===== config.mk =====
export PLATFORM = sky130hd
export DESIGN_NAME = spi_irq_ctrl
export DESIGN_NICKNAME = d
export VERILOG_FILES = /design/src/rtl/irqc_pkg.sv /design/src/rtl/irqc_src_detect.sv /design/src/rtl/irqc_cell.sv /design/src/rtl/spi_irq_ctrl.sv
export SDC_FILE = /design/constraint.sdc
export NUM_CORES = 1
export LEC_CHECK = 0
export ABC_AREA = 1
export BUFFER_PORTS_ARGS = -buffer_cell sky130_fd_sc_hd__buf_2
export CAP_MARGIN = 20
export CORE_MARGIN = 4
export CORE_UTILIZATION = 46
export CTS_BUF_LIST = sky130_fd_sc_hd__clkbuf_16
export CTS_CLUSTER_SIZE = 8
export DETAILED_ROUTE_END_ITERATION = 6
export GPL_ROUTABILITY_DRIVEN = 0
export GPL_TIMING_DRIVEN = 0
export MAX_ROUTING_LAYER = met4
export PLACE_DENSITY = 0.89
export SLEW_MARGIN = 20
export SYNTH_ARGS = -nofsm -noshare
export SYNTH_HDL_FRONTEND = slang
export SYNTH_HIERARCHICAL = 1
export SYNTH_SLANG_ARGS = --single-unit

===== constraint.sdc =====
create_clock -name clk -period 1.85 [get_ports clk]
set_clock_uncertainty 0.15 [all_clocks]
set_input_delay 0.0925 -clock clk [delete_from_list [all_inputs] [get_ports clk]]
set_output_delay 0.0925 -clock clk [all_outputs]
set_load 0.03 [all_outputs]

===== src/rtl/irqc_pkg.sv =====
package irqc_pkg;
  localparam int NUM_SRC = 5;

  localparam int BIT_RX_FULL = 0;
  localparam int BIT_RX_MARK = 1;
  localparam int BIT_TX_EMPTY = 2;
  localparam int BIT_TX_MARK = 3;
  localparam int BIT_DONE = 4;

  localparam logic [NUM_SRC-1:0] EVENT_MASK = 5'b10000;

  localparam logic [1:0] SEL_STATE = 2'd0;
  localparam logic [1:0] SEL_ENABLE = 2'd1;
  localparam logic [1:0] SEL_TEST = 2'd2;
endpackage


===== src/rtl/irqc_src_detect.sv =====
module irqc_src_detect
  import irqc_pkg::*;
#(
  parameter int LVL_W = 8,
  parameter int MARK_W = 4
) (
  input  logic [LVL_W-1:0]   tx_level_i,
  input  logic [LVL_W-1:0]   rx_level_i,
  input  logic               tx_empty_i,
  input  logic               rx_full_i,
  input  logic [MARK_W-1:0]  tx_mark_i,
  input  logic [MARK_W-1:0]  rx_mark_i,
  input  logic               done_i,
  output logic [NUM_SRC-1:0] raw_o
);
  localparam int CMP_W = (LVL_W > MARK_W) ? LVL_W : MARK_W;

  logic [CMP_W-1:0] tx_lvl_x, rx_lvl_x, tx_mark_x, rx_mark_x;

  assign tx_lvl_x = CMP_W'(tx_level_i);
  assign rx_lvl_x = CMP_W'(rx_level_i);
  assign tx_mark_x = CMP_W'(tx_mark_i);
  assign rx_mark_x = CMP_W'(rx_mark_i);

  always_comb begin
    raw_o = '0;
    raw_o[BIT_RX_FULL] = rx_full_i;
    raw_o[BIT_RX_MARK] = (rx_lvl_x >= rx_mark_x);
    raw_o[BIT_TX_EMPTY] = tx_empty_i;
    raw_o[BIT_TX_MARK] = (tx_lvl_x <= tx_mark_x);
    raw_o[BIT_DONE] = done_i;
  end
endmodule


===== src/rtl/irqc_cell.sv =====
module irqc_cell #(
  parameter bit IS_EVENT = 1'b0
) (
  input  logic clk,
  input  logic rst,
  input  logic raw_i,
  input  logic force_i,
  input  logic ack_i,
  output logic d_o,
  output logic q_o
);
  generate
    if (IS_EVENT) begin : g_event
      assign d_o = raw_i | force_i | (q_o & ~ack_i);
    end else begin : g_level
      assign d_o = raw_i | force_i;
    end
  endgenerate

  always_ff @(posedge clk) begin
    if (rst) q_o <= 1'b0;
    else     q_o <= d_o;
  end
endmodule


===== src/rtl/spi_irq_ctrl.sv =====
module spi_irq_ctrl
  import irqc_pkg::*;
#(
  parameter int LVL_W = 8,
  parameter int MARK_W = 4
) (
  input  logic               clk,
  input  logic               rst,
  input  logic [LVL_W-1:0]   tx_level_i,
  input  logic [LVL_W-1:0]   rx_level_i,
  input  logic               tx_empty_i,
  input  logic               rx_full_i,
  input  logic [MARK_W-1:0]  tx_mark_i,
  input  logic [MARK_W-1:0]  rx_mark_i,
  input  logic               done_i,
  input  logic               wr_en_i,
  input  logic [1:0]         wr_sel_i,
  input  logic [NUM_SRC-1:0] wr_data_i,
  output logic [NUM_SRC-1:0] state_o,
  output logic [NUM_SRC-1:0] enable_o,
  output logic               irq_o
);
  logic               wr_state, wr_enable, wr_test;
  logic [NUM_SRC-1:0] raw, st_d, st_q, en_d, en_q;
  logic               irq_q;

  assign wr_state = wr_en_i && (wr_sel_i == SEL_STATE);
  assign wr_enable = wr_en_i && (wr_sel_i == SEL_ENABLE);
  assign wr_test = wr_en_i && (wr_sel_i == SEL_TEST);

  irqc_src_detect #(.LVL_W(LVL_W), .MARK_W(MARK_W)) u_detect (
    .tx_level_i(tx_level_i),
    .rx_level_i(rx_level_i),
    .tx_empty_i(tx_empty_i),
    .rx_full_i (rx_full_i),
    .tx_mark_i (tx_mark_i),
    .rx_mark_i (rx_mark_i),
    .done_i    (done_i),
    .raw_o     (raw)
  );

  generate
    for (genvar i = 0; i < NUM_SRC; i++) begin : g_cell
      irqc_cell #(.IS_EVENT(EVENT_MASK[i])) u_cell (
        .clk    (clk),
        .rst    (rst),
        .raw_i  (raw[i]),
        .force_i(wr_test & wr_data_i[i]),
        .ack_i  (wr_state & wr_data_i[i]),
        .d_o    (st_d[i]),
        .q_o    (st_q[i])
      );
    end
  endgenerate

  assign en_d = wr_enable ? wr_data_i : en_q;

  always_ff @(posedge clk) begin
    if (rst) begin
      en_q <= '0;
      irq_q <= 1'b0;
    end else begin
      en_q <= en_d;
      irq_q <= |(st_d & en_d);
    end
  end

  assign state_o = st_q;
  assign enable_o = en_q;
  assign irq_o = irq_q;
endmodule


==> results of run 1 <==
[layout by cell type (no fill, tap or decap)]
master	count
dfxtp_1	11
buf_6	1
nor2_2	8
nor2_1	21
clkbuf_16	3
ha_1	8
inv_1	32
buf_4	3
nand2_2	2
a21oi_2	1
dlygate4sd3_1	3
nand3_1	10
inv_2	1
clkinv_1	1
nand2_1	28
buf_2	43
nand3_2	2
nand4_1	5
[state kept, by name, summed over array words and instances (netlist names)]
signal,flops
irq_o,1
enable_o,5
g_cell.u_cell/q_o,5
[layer usage]
layer  wire (microns)  vias to the layer above  global-route usage
met5                0                        -                   -
met4               69                        0              0.1211
met3              175                        6             0.04748
met2             1057                       44              0.3413
met1              762                      409              0.1733
li1                 -                      495                   -
[critical path: cells and delay by family]
family	cells	cell delay, ns
buffers and inverters	3	0.75
AND/OR/NAND/NOR	5	0.38
[worst min path at each step]
stage	startpoint	endpoint	slack [ns]	depth (start not counted)
floorplan	rst	g_cell[4].u_cell/q_o	0.005	1
global placement	tx_empty_i	g_cell[2].u_cell/q_o	0.16	3
global route	rst	g_cell[2].u_cell/q_o	0.03	2
CTS	rst	g_cell[4].u_cell/q_o	0.007	2
detailed placement	tx_empty_i	g_cell[2].u_cell/q_o	0.16	3
finish	rst	g_cell[2].u_cell/q_o	0.02	2
[power by group through the flow]
stage	Sequential (mW)	Clock [mW]	Combinational, mW
after detailed placement	0.262	0	0.191
final	0.258	0.385	0.197
after CTS	0.258	0.394	0.197
after floorplan	0.292	0	0.0917
after global routing	0.260	0.412	0.223
after global placement	0.262	0	0.183
[metrics by stage]
| stage | total power, mW | hold WS, ns |
|---|---|---|
| after global routing | 0.8937 | 0.03462 |
| final | 0.8403 | 0.01881 |
| after floorplan | 0.3834 | 0.004945 |
| after detailed placement | 0.4538 | 0.1617 |
| after global placement | 0.4447 | 0.1593 |
| after CTS | 0.8492 | 0.007355 |
[final cells by class]
cell class	instances	area (sq um)
buffer	4	33.78
clock buffer	3	75.07
clock inverter	1	3.754
fill	153	536.8
inverter	33	123.9
multi-input combinational	85	456.7
sequential	11	220.2
tap	25	31.28
timing repair buffer	46	245.2
==> impl_results.md, run 1 <==
- Status: finished clean
- Util after Layout: 0.6891
- Switch share: 0.2638
- R2r endpoint: irq_o
- Kind of critical path: in -> reg
- CTS sink cnt: 11
- Post-Syn Nets: 178
- Sw Pwr: 0.2217 mW
- Starting Density: 0.4833
- 1st-pass router iterations: 4
- Global-route wire length before repair: 3.436 mm
- Max-cap viol count: 0
- Crit end category: flip-flop
- DP HPWL: 1.637 mm
- GRT Overall Usage: 0.1881
- Max transition margin: 0.8559
- Crit path to: irq_o
- Io pins: 48
- Clk buf depth: 2
- Reg2reg start: g_cell[4].u_cell/q_o
- Fin. max-slew vios: 0
- Worst-Margin Slew: 0.2155 ns
- TritonCTS clock tree: yes
- RSZ-0062 raised after global routing: false
- Area growth from synthesis to layout: 42.58%
- Syn avg cell area: 6.275 sq um
- Die Y: 50.60 microns
- Cells along the critical path: dlygate4sd3_1 -> buf_4 -> nor2_2 -> inv_1 -> nand3_1 -> nand3_1 -> nor2_1 -> nor2_1
- Post-Route Setup TNS: 0 ns
- Routed Antenna Nets: 0
- Post-CTS setup buffer count: 0
- Full die area: 2560 sq um
- Die W: 50.60 microns
- CTS clk-pin slew, worst paths: 0.04 ns
- Post-Place Setup Slack: 0.3492 ns
- PostCTS Resize Cnt: 0
- Worst Setup SP: tx_empty_i
- Logic pwr share: 0.234
- Routed WL: 2.065 mm
- Root buffer cell: clkbuf_16
- Int Pwr: 0.6186 mW
- CP max FO: 2
- Clock Power Share: 0.458
- Initial drt markers: 17
- Tmin final: 1.262 ns
- Pwr per Cell Area: 706.2 nW/um^2
- Hold buffer count at cts: 3
- Max VDD drop: 437.9 uV
- Grt ovf: 0
- CTS Buf Count: 3
- R2R Setup Slk: 0.84 ns
- WP data required: 1.82 ns
- Startpoint Class: input pin
- Drt drc: 0
- Port bufs: 43
- Final hold viol count: 0
- Setup-failing EPs final: 0
- Worst-Skew Late Latency: 0.24 ns
- Row count: 15
- Largest net degree at the start of global routing: 12
- CTS H-tree depth: 1
- Placed Cells: 201
- Core Area: 1727 sq um
- Max Clock Freq: 792.6 MHz
- Syn Inst Count: 133
- Initial antenna violation count: 0
- Vias in the first global route: 895
- Reg2reg path depth: 6
- Crit path largest cell delay: 0.56 ns
- Leakage: 0.7276 nW
- Vias per inst: 4.587
- Share of layout cells above drive strength 1: 0.3497
- Critical Path AT: 1.23 ns
- Period utilization: 0.6819
- Design Area, Final: 1190 sq um
- Nets@finish: 229
- Final antenna diode count: 0
- Final WS setup: 0.5884 ns
- Finished Layout Cells: 208
- Placed cell area: 1081 sq um
- DR WL/cell: 9.928 microns
- Via count: 954
- Yosys warns: 6
- Worst path slowest cell: dlygate4sd3_1
- Reg power frac: 0.307
- Mapped Area: 834.6 sq um
- Min-Delay Path Class: in -> reg
Note: power is estimated with default switching activity, not from simulation.
==> run 2, diff against run 1 <==
--- a/config.mk
+++ b/config.mk
@@ -5,18 +5,19 @@
 export SDC_FILE = /design/constraint.sdc
 export NUM_CORES = 1
 export LEC_CHECK = 0
-export ABC_AREA = 1
+export ABC_AREA = 0
 export BUFFER_PORTS_ARGS = -buffer_cell sky130_fd_sc_hd__buf_2
 export CAP_MARGIN = 20
+export CORE_ASPECT_RATIO = 1.5
 export CORE_MARGIN = 4
-export CORE_UTILIZATION = 46
+export CORE_UTILIZATION = 37
 export CTS_BUF_LIST = sky130_fd_sc_hd__clkbuf_16
 export CTS_CLUSTER_SIZE = 8
 export DETAILED_ROUTE_END_ITERATION = 6
 export GPL_ROUTABILITY_DRIVEN = 0
 export GPL_TIMING_DRIVEN = 0
 export MAX_ROUTING_LAYER = met4
-export PLACE_DENSITY = 0.89
+export PLACE_DENSITY = 0.8
 export SLEW_MARGIN = 20
 export SYNTH_ARGS = -nofsm -noshare
 export SYNTH_HDL_FRONTEND = slang
==> constraint.sdc (replaced) <==
create_clock -name clk -period 1 [get_ports clk]
set_clock_uncertainty 0.15 [all_clocks]
set_input_delay 0.05 -clock clk [delete_from_list [all_inputs] [get_ports clk]]
set_output_delay 0.05 -clock clk [all_outputs]
set_load 0.03 [all_outputs]
==> run 2 against run 1 <==
  * The run now ends with hold timing, setup timing left
  * Cell count down 24%
  * Synthesized area fell by 12%
  * Synthesized cell count fell by 38%
  * Global-route usage is 2.6 points lower
  * Register-to-register slack got worse by 0.99 ns
  * Die area is 8.9% higher
  * Non-clock buffer count rose by 3
  * Sequential share of layout area shrank 1.3 points
  * Flip-flop and latch count unchanged
  * Sequential power is 83% higher
  * Count of clock-buffer cells in the layout unchanged
==> impl_results.md, run 2 <==
- Vias in the first global route: 871 (was 895)
- Period utilization: 1.520
- Via count: 771 (was 954)
- Vias per inst: 4.880 (was 4.587)
- WP data required: 0.98 ns (was 1.82 ns)
- Worst hold start: done_i (was rst)
- GRT Overall Usage: 0.1626 (was 0.1881)
- Root buffer cell: clkbuf_16 (unchanged)
- Initial drt markers: 5 (was 17)
- Max-cap viol count: 0 (unchanged)
- Reg2reg start: enable_o[0] (was g_cell[4].u_cell/q_o)
- Crit end category: flip-flop (unchanged)
- R2R Setup Slk: -0.15 ns (was 0.84 ns)
- Routed Antenna Nets: 0 (unchanged)
- 1st-pass router iterations: 3 (was 4)
- Syn Inst Count: 83 (was 133)
- CTS sink cnt: 11 (unchanged)
- Largest net degree at the start of global routing: 12 (unchanged)
- Clock Power Share: 0.451 (was 0.458)
- Routed WL: 2.048 mm (was 2.065 mm)
- Post-Place Setup Slack: -0.8055 ns (was 0.3492 ns)
- Share of layout cells above drive strength 1: 0.5547 (was 0.3497)
- Final hold viol count: 6 (was 0)
- Reg power frac: 0.297 (was 0.307)
- Tmin final: 1.520 ns
- Commonest non-fill, non-tap cell in the layout: buf_2 (unchanged)
- Row count: 19 (was 15)
- Hold buffer count at cts: 2 (was 3)
- RSZ-0062 raised after global routing: true (was false)
- Final WS setup: -0.5204 ns (was 0.5884 ns)
- Global-route wire length before repair: 3.387 mm (was 3.436 mm)
- CTS clk-pin slew, worst paths: 0.04 ns (about the same)
- Leakage: 0.6840 nW (was 0.7276 nW)
- DP HPWL: 1.536 mm (was 1.637 mm)
- Die W: 44.47 microns (was 50.60 microns)
- Sw Pwr: 0.3865 mW (was 0.2217 mW)
- Nets@finish: 183 (was 229)
- Worst-Margin Slew: 0.2738 ns (was 0.2155 ns)
- CTS Buf Count: 3 (unchanged)
- Core Area: 1854 sq um (was 1727 sq um)
- Max Clock Freq: 657.7 MHz
- Mapped Area: 738.2 sq um (was 834.6 sq um)
- Port bufs: 44 (was 43)
- Fin. max-slew vios: 0 (unchanged)
- Max VDD drop: 861.6 uV (was 437.9 uV)
- Final antenna diode count: 0 (unchanged)
- Grt ovf: 0 (unchanged)
- Die Y: 62.71 microns (was 50.60 microns)
- Drt drc: 0 (unchanged)
- R2r endpoint: irq_o (unchanged)
- Hold EP: g_cell[4].u_cell/q_o (was g_cell[2].u_cell/q_o)
- Pwr per Cell Area: 1239 nW/um^2 (was 706.2 nW/um^2)
- Full die area: 2788 sq um (was 2560 sq um)
- Min-Delay Path Class: in -> reg (unchanged)
- Status: finished with violations (was finished clean)
- Critical Path AT: 1.50 ns (was 1.23 ns)
- Int Pwr: 1.202 mW (was 0.6186 mW)
- CTS H-tree depth: 1 (unchanged)
- Yosys warns: 6 (unchanged)
- Syn avg cell area: 8.894 sq um (was 6.275 sq um)
- Setup-failing EPs final: 2 (was 0)
- Placed Cells: 148 (was 201)
- Worst-Skew Late Latency: 0.23 ns (was 0.24 ns)
- Clk buf depth: 2 (unchanged)
- Initial antenna violation count: 0 (unchanged)
- Most frequent cells in the layout: 36 x buf_2, 11 x dfxtp_1, 10 x inv_1 (was 43 x buf_2, 32 x inv_1, 28 x nand2_1)
- Finished Layout Cells: 158 (was 208)
- Switch share: 0.2433 (was 0.2638)
- Post-Route Setup TNS: -1.014 ns (was 0 ns)
- Post-Syn Nets: 128 (was 178)
- Hold-critical path depth: 3 (was 2)
- Hold slack: -0.07427 ns (was 0.01881 ns)
- Area growth from synthesis to layout: 73.73% (was 42.58%)
- DR WL/cell: 12.96 microns (was 9.928 microns)
- CP max FO: 3 (was 2)
- Reg2reg path depth: 3 (was 6)
- Starting Density: 0.3981 (was 0.4833)
- Max transition margin: 0.8158 (was 0.8559)
- FILL cells: 144 (was 153)
- Kind of critical path: in -> reg (unchanged)
- Io pins: 48 (unchanged)
- Startpoint Class: input pin (unchanged)
- TritonCTS clock tree: yes (unchanged)
- Logic pwr share: 0.252 (was 0.234)
- Failing checks: hold timing, setup timing
==> run 2: cell type report <==
cell class	count	area, sq um	share of cell area
Inverter	13	66.31	0.05171
Clock buffer	3	75.07	0.05854
Buffer	3	22.52	0.01756
Timing Repair Buffer	50	331.6	0.2585
Sequential cell	11	220.2	0.1717
Tap cell	21	26.28	0.02049
Multi-Input combinational cell	56	536.8	0.4185
Clock inverter	1	3.754	0.002927
==> run 2: worst max-delay path by stage <==
stage / cells after the start / to / start / slack, ns
after detailed placement: 10 / irq_o / tx_mark_i[1] / -0.81
after global placement: 10 / irq_o / tx_mark_i[1] / -0.80
final: 11 / g_cell[3].u_cell/q_o / tx_mark_i[1] / -0.52
after CTS: 10 / irq_o / tx_mark_i[1] / -0.47
after global routing: 10 / irq_o / tx_mark_i[1] / -0.56
after floorplan: 9 / irq_o / tx_mark_i[1] / -0.53
==> run 2: repair_timing <==
action	CTS	global route
cloned	0	0
endpoints found under the setup margin	4	5
hold endpoints to repair	8	5
resized for setup	12	10
setup buffers	3	1
pin swaps	3	1
==> run 2: stage by stage <==
stage | hold slack, ns | area (sq um) | utilization | power (mW)
floorplan | -0.03756 | 820.8 | - | 0.6855
global placement | 0.1194 | 1067 | 0.5756 | 0.8068
detailed placement | 0.1241 | 1067 | 0.5756 | 0.8259
CTS | -0.07308 | 1242 | 0.6700 | 1.574
global route | -0.05823 | 1282 | 0.6916 | 1.663
finish | -0.07427 | 1282 | 0.6916 | 1.589
==> run 2: per-layer routing <==
metal | vias up | GRT usage | wire length, microns
met5 | - | - | 0
met4 | 0 | 0.07925 | 27
met3 | 2 | 0.02017 | 128
met2 | 29 | 0.3022 | 1153
met1 | 354 | 0.1518 | 738
li1 | 386 | - | -
==> run 2: worst max-delay path: stages <==
cell	delay, ns
buf_8	0.09
inv_12	0.03
ha_4	0.27
nor2b_4	0.14
o2111ai_2	0.13
and3_4	0.19
buf_4	0.13
buf_6	0.10
buf_6	0.10
buf_6	0.10
o21ba_4	0.17
==> run 2: power groups by stage <==
stage	clock (mW)	sequential (mW)	combinational (mW)
4_1_cts	0.724	0.472	0.378
6_report	0.717	0.472	0.400
5_1_grt	0.753	0.474	0.435
2_1_floorplan	0	0.524	0.162
3_5_place_dp	0	0.479	0.347
3_3_place_gp	0	0.478	0.328
==> run 3, diff against run 2 <==
--- a/config.mk
+++ b/config.mk
@@ -17,7 +17,7 @@
 export GPL_ROUTABILITY_DRIVEN = 0
 export GPL_TIMING_DRIVEN = 0
 export MAX_ROUTING_LAYER = met4
-export PLACE_DENSITY = 0.8
+export PLACE_DENSITY = 0.71
 export SLEW_MARGIN = 20
 export SYNTH_ARGS = -nofsm -noshare
 export SYNTH_HDL_FRONTEND = slang
==> run 3 against run 2 <==
  * The run still ends with hold timing, setup timing left
  * First-iteration DRC count fell by 80%
  * Cell area shrank 5.1%
  * Hold slack improved by 0.0033 ns
  * Utilization shrank 3.5 points
  * Non-clock buffer count down 4
  * Count of clock-buffer cells in the layout did not move
  * Cell count down 2.5%
  * Largest power group unchanged
==> impl_results.md, run 3 (synthesized netlist as in run 2, its figures left out) <==
- Status: finished with violations (unchanged)
- Failing checks: hold timing, setup timing (unchanged)
- Share of layout cells above drive strength 1: 0.5489 (was 0.5547)
- CTS Buf Count: 3 (unchanged)
- Post-CTS setup buffer count: 0 (was 3)
- Critical Path AT: 1.46 ns (was 1.50 ns)
- Drt drc: 0 (unchanged)
- Io pins: 48 (unchanged)
- Nets@finish: 179 (was 183)
- Final hold viol count: 6 (unchanged)
- Root buffer cell: clkbuf_16 (unchanged)
- Area growth from synthesis to layout: 64.92% (was 73.73%)
- Min-Delay Path Class: in -> reg (unchanged)
- DP HPWL: 1.486 mm (was 1.536 mm)
- Starting Density: 0.3981 (unchanged)
- Worst-Skew Late Latency: 0.23 ns (about the same)
- Reg2reg path depth: 3 (unchanged)
- Pwr per Cell Area: 1277 nW/um^2 (was 1239 nW/um^2)
- Worst hold start: done_i (unchanged)
- Placed cell area: 1067 sq um (unchanged)
- WP data required: 0.97 ns (was 0.98 ns)
- Routed Antenna Nets: 0 (unchanged)
- Die Y: 62.71 microns (unchanged)
- Startpoint Class: input pin (unchanged)
- Global-route wire length before repair: 2.987 mm (was 3.387 mm)
- Kind of critical path: in -> reg (unchanged)
- Max transition margin: 0.8634 (was 0.8158)
- Final antenna diode count: 0 (unchanged)
- Hold buffer count at cts: 2 (unchanged)
- CP max FO: 3 (unchanged)
- Initial drt markers: 1 (was 5)
- Hold slack: -0.07095 ns (was -0.07427 ns)
- Die W: 44.47 microns (unchanged)
- Tmin final: 1.493 ns (was 1.520 ns)
- Core Area: 1854 sq um (unchanged)
- TritonCTS clock tree: yes (unchanged)
- Largest net degree at the start of global routing: 12 (unchanged)
- 1st-pass router iterations: 2 (was 3)
- CTS clk-pin slew, worst paths: 0.04 ns (about the same)
- Footprint of the multi-input gates: 530.5 sq um (was 536.8 sq um)
- Full die area: 2788 sq um (unchanged)
- R2R Setup Slk: -0.14 ns (was -0.15 ns)
- Design Area, Final: 1217 sq um (was 1282 sq um)
- Period utilization: 1.493 (was 1.520)
- Grt ovf: 0 (unchanged)
- Reg area: 221.5 sq um (was 220.2 sq um)
- Initial antenna violation count: 0 (unchanged)
- Max Clock Freq: 669.9 MHz (was 657.7 MHz)
- Util after Layout: 0.6565 (was 0.6916)
- CTS H-tree depth: 1 (unchanged)
- Commonest non-fill, non-tap cell in the layout: buf_2 (unchanged)
- Crit end category: flip-flop (unchanged)
- Worst-Margin Slew: 0.1992 ns (was 0.2738 ns)
- Clk buf depth: 2 (unchanged)
- Most frequent cells in the layout: 39 x buf_2, 10 x inv_1, 10 x dfxtp_1 (was 36 x buf_2, 11 x dfxtp_1, 10 x inv_1)
- RSZ-0062 raised after global routing: true (unchanged)
- Vias in the first global route: 780 (was 871)
- DR WL/cell: 12.09 microns (was 12.96 microns)
- Reg2reg start: enable_o[2] (was enable_o[0])
- Fin. max-slew vios: 0 (unchanged)
- Setup-failing EPs final: 2 (unchanged)
- Vias per inst: 4.935 (was 4.880)
- Max-cap viol count: 0 (unchanged)
- Port bufs: 44 (unchanged)
- CTS sink cnt: 11 (unchanged)
- Max VDD drop: 1099 uV (was 861.6 uV)
- Post-Route Setup TNS: -0.5836 ns (was -1.014 ns)
- Final WS setup: -0.4927 ns (was -0.5204 ns)
- R2r endpoint: irq_o (unchanged)
- Leakage: 0.6536 nW (was 0.6840 nW)
- FILL cells: 168 (was 144)
- Row count: 19 (unchanged)
- GRT Overall Usage: 0.1452 (was 0.1626)
- Via count: 760 (was 771)
- Hold EP: g_cell[4].u_cell/q_o (unchanged)
- Routed WL: 1.862 mm (was 2.048 mm)
- Hold-critical path depth: 3 (unchanged)
run 3: cell types whose count changed in the layout (fill, tap and decap cells not counted):
cell	change
buf_6	-6
dfxtp_1	-1
o21ba_4	-1
dfxtp_2	+1
buf_2	+3
o21ba_2	+1
buf_4	-1
run 3: layer usage:
layer / routed length, microns / part of all wire / track usage / vias to the layer above
li1: - / - / - / 383
met1: 663 / 0.36 / 0.1307 / 344
met2: 1034 / 0.56 / 0.2734 / 29
met3: 132 / 0.071 / 0.02305 / 4
met4: 31 / 0.017 / 0.06792 / 0
met5: 0 / 0 / - / -
run 3: critical path, cell delays in order:
cell       delay [ns]
buf_8            0.09
inv_12           0.03
ha_4             0.26
nor2b_4          0.14
o2111ai_2        0.13
and3_4           0.19
or2_1            0.22
inv_1            0.05
o22ai_1          0.07
o31a_1           0.24
run 3: layout make-up:
cell class | instances | area share
clock inverters | 1 | 0.003083
clock buffers | 3 | 0.06166
inverters | 13 | 0.05447
repair buffers | 46 | 0.2230
flip-flops and latches | 11 | 0.1819
plain buffers | 3 | 0.01850
multi-input cells | 56 | 0.4358
well taps | 21 | 0.02158
run 3: repair_timing:
action | 4_1_cts | 5_1_grt
pin swaps | 2 | 3
endpoints found under the setup margin | 4 | 4
resized for setup | 8 | 5
hold endpoints to repair | 8 | 5
run 3: power breakdown:
part	switching, mW	total, mW	internal (mW)	leakage (nW)
combinational	0.177	0.374	0.196	0.521
clock	0.184	0.708	0.524	0.0423
sequential	0.00904	0.472	0.463	0.0907
total	0.371	1.55	1.18	0.654
run 3: per-stage QoR:
step | instances | power, mW | setup slack, ns | hold slack [ns]
final | 154 | 1.554 | -0.4927 | -0.07095
after detailed placement | 148 | 0.8192 | -0.8220 | 0.1239
after floorplan | 83 | 0.6855 | -0.5319 | -0.03756
after global routing | 154 | 1.638 | -0.5340 | -0.03759
after global placement | 148 | 0.8072 | -0.7794 | 0.1185
after CTS | 154 | 1.571 | -0.4764 | -0.06766
run 3: how the worst max path moves through the flow:
stage	startpoint	endpoint
2_1_floorplan	tx_mark_i[1]	irq_o
3_3_place_gp	tx_mark_i[1]	irq_o
3_5_place_dp	tx_mark_i[1]	irq_o
4_1_cts	tx_mark_i[1]	irq_o
5_1_grt	tx_mark_i[1]	irq_o
6_report	tx_mark_i[1]	irq_o
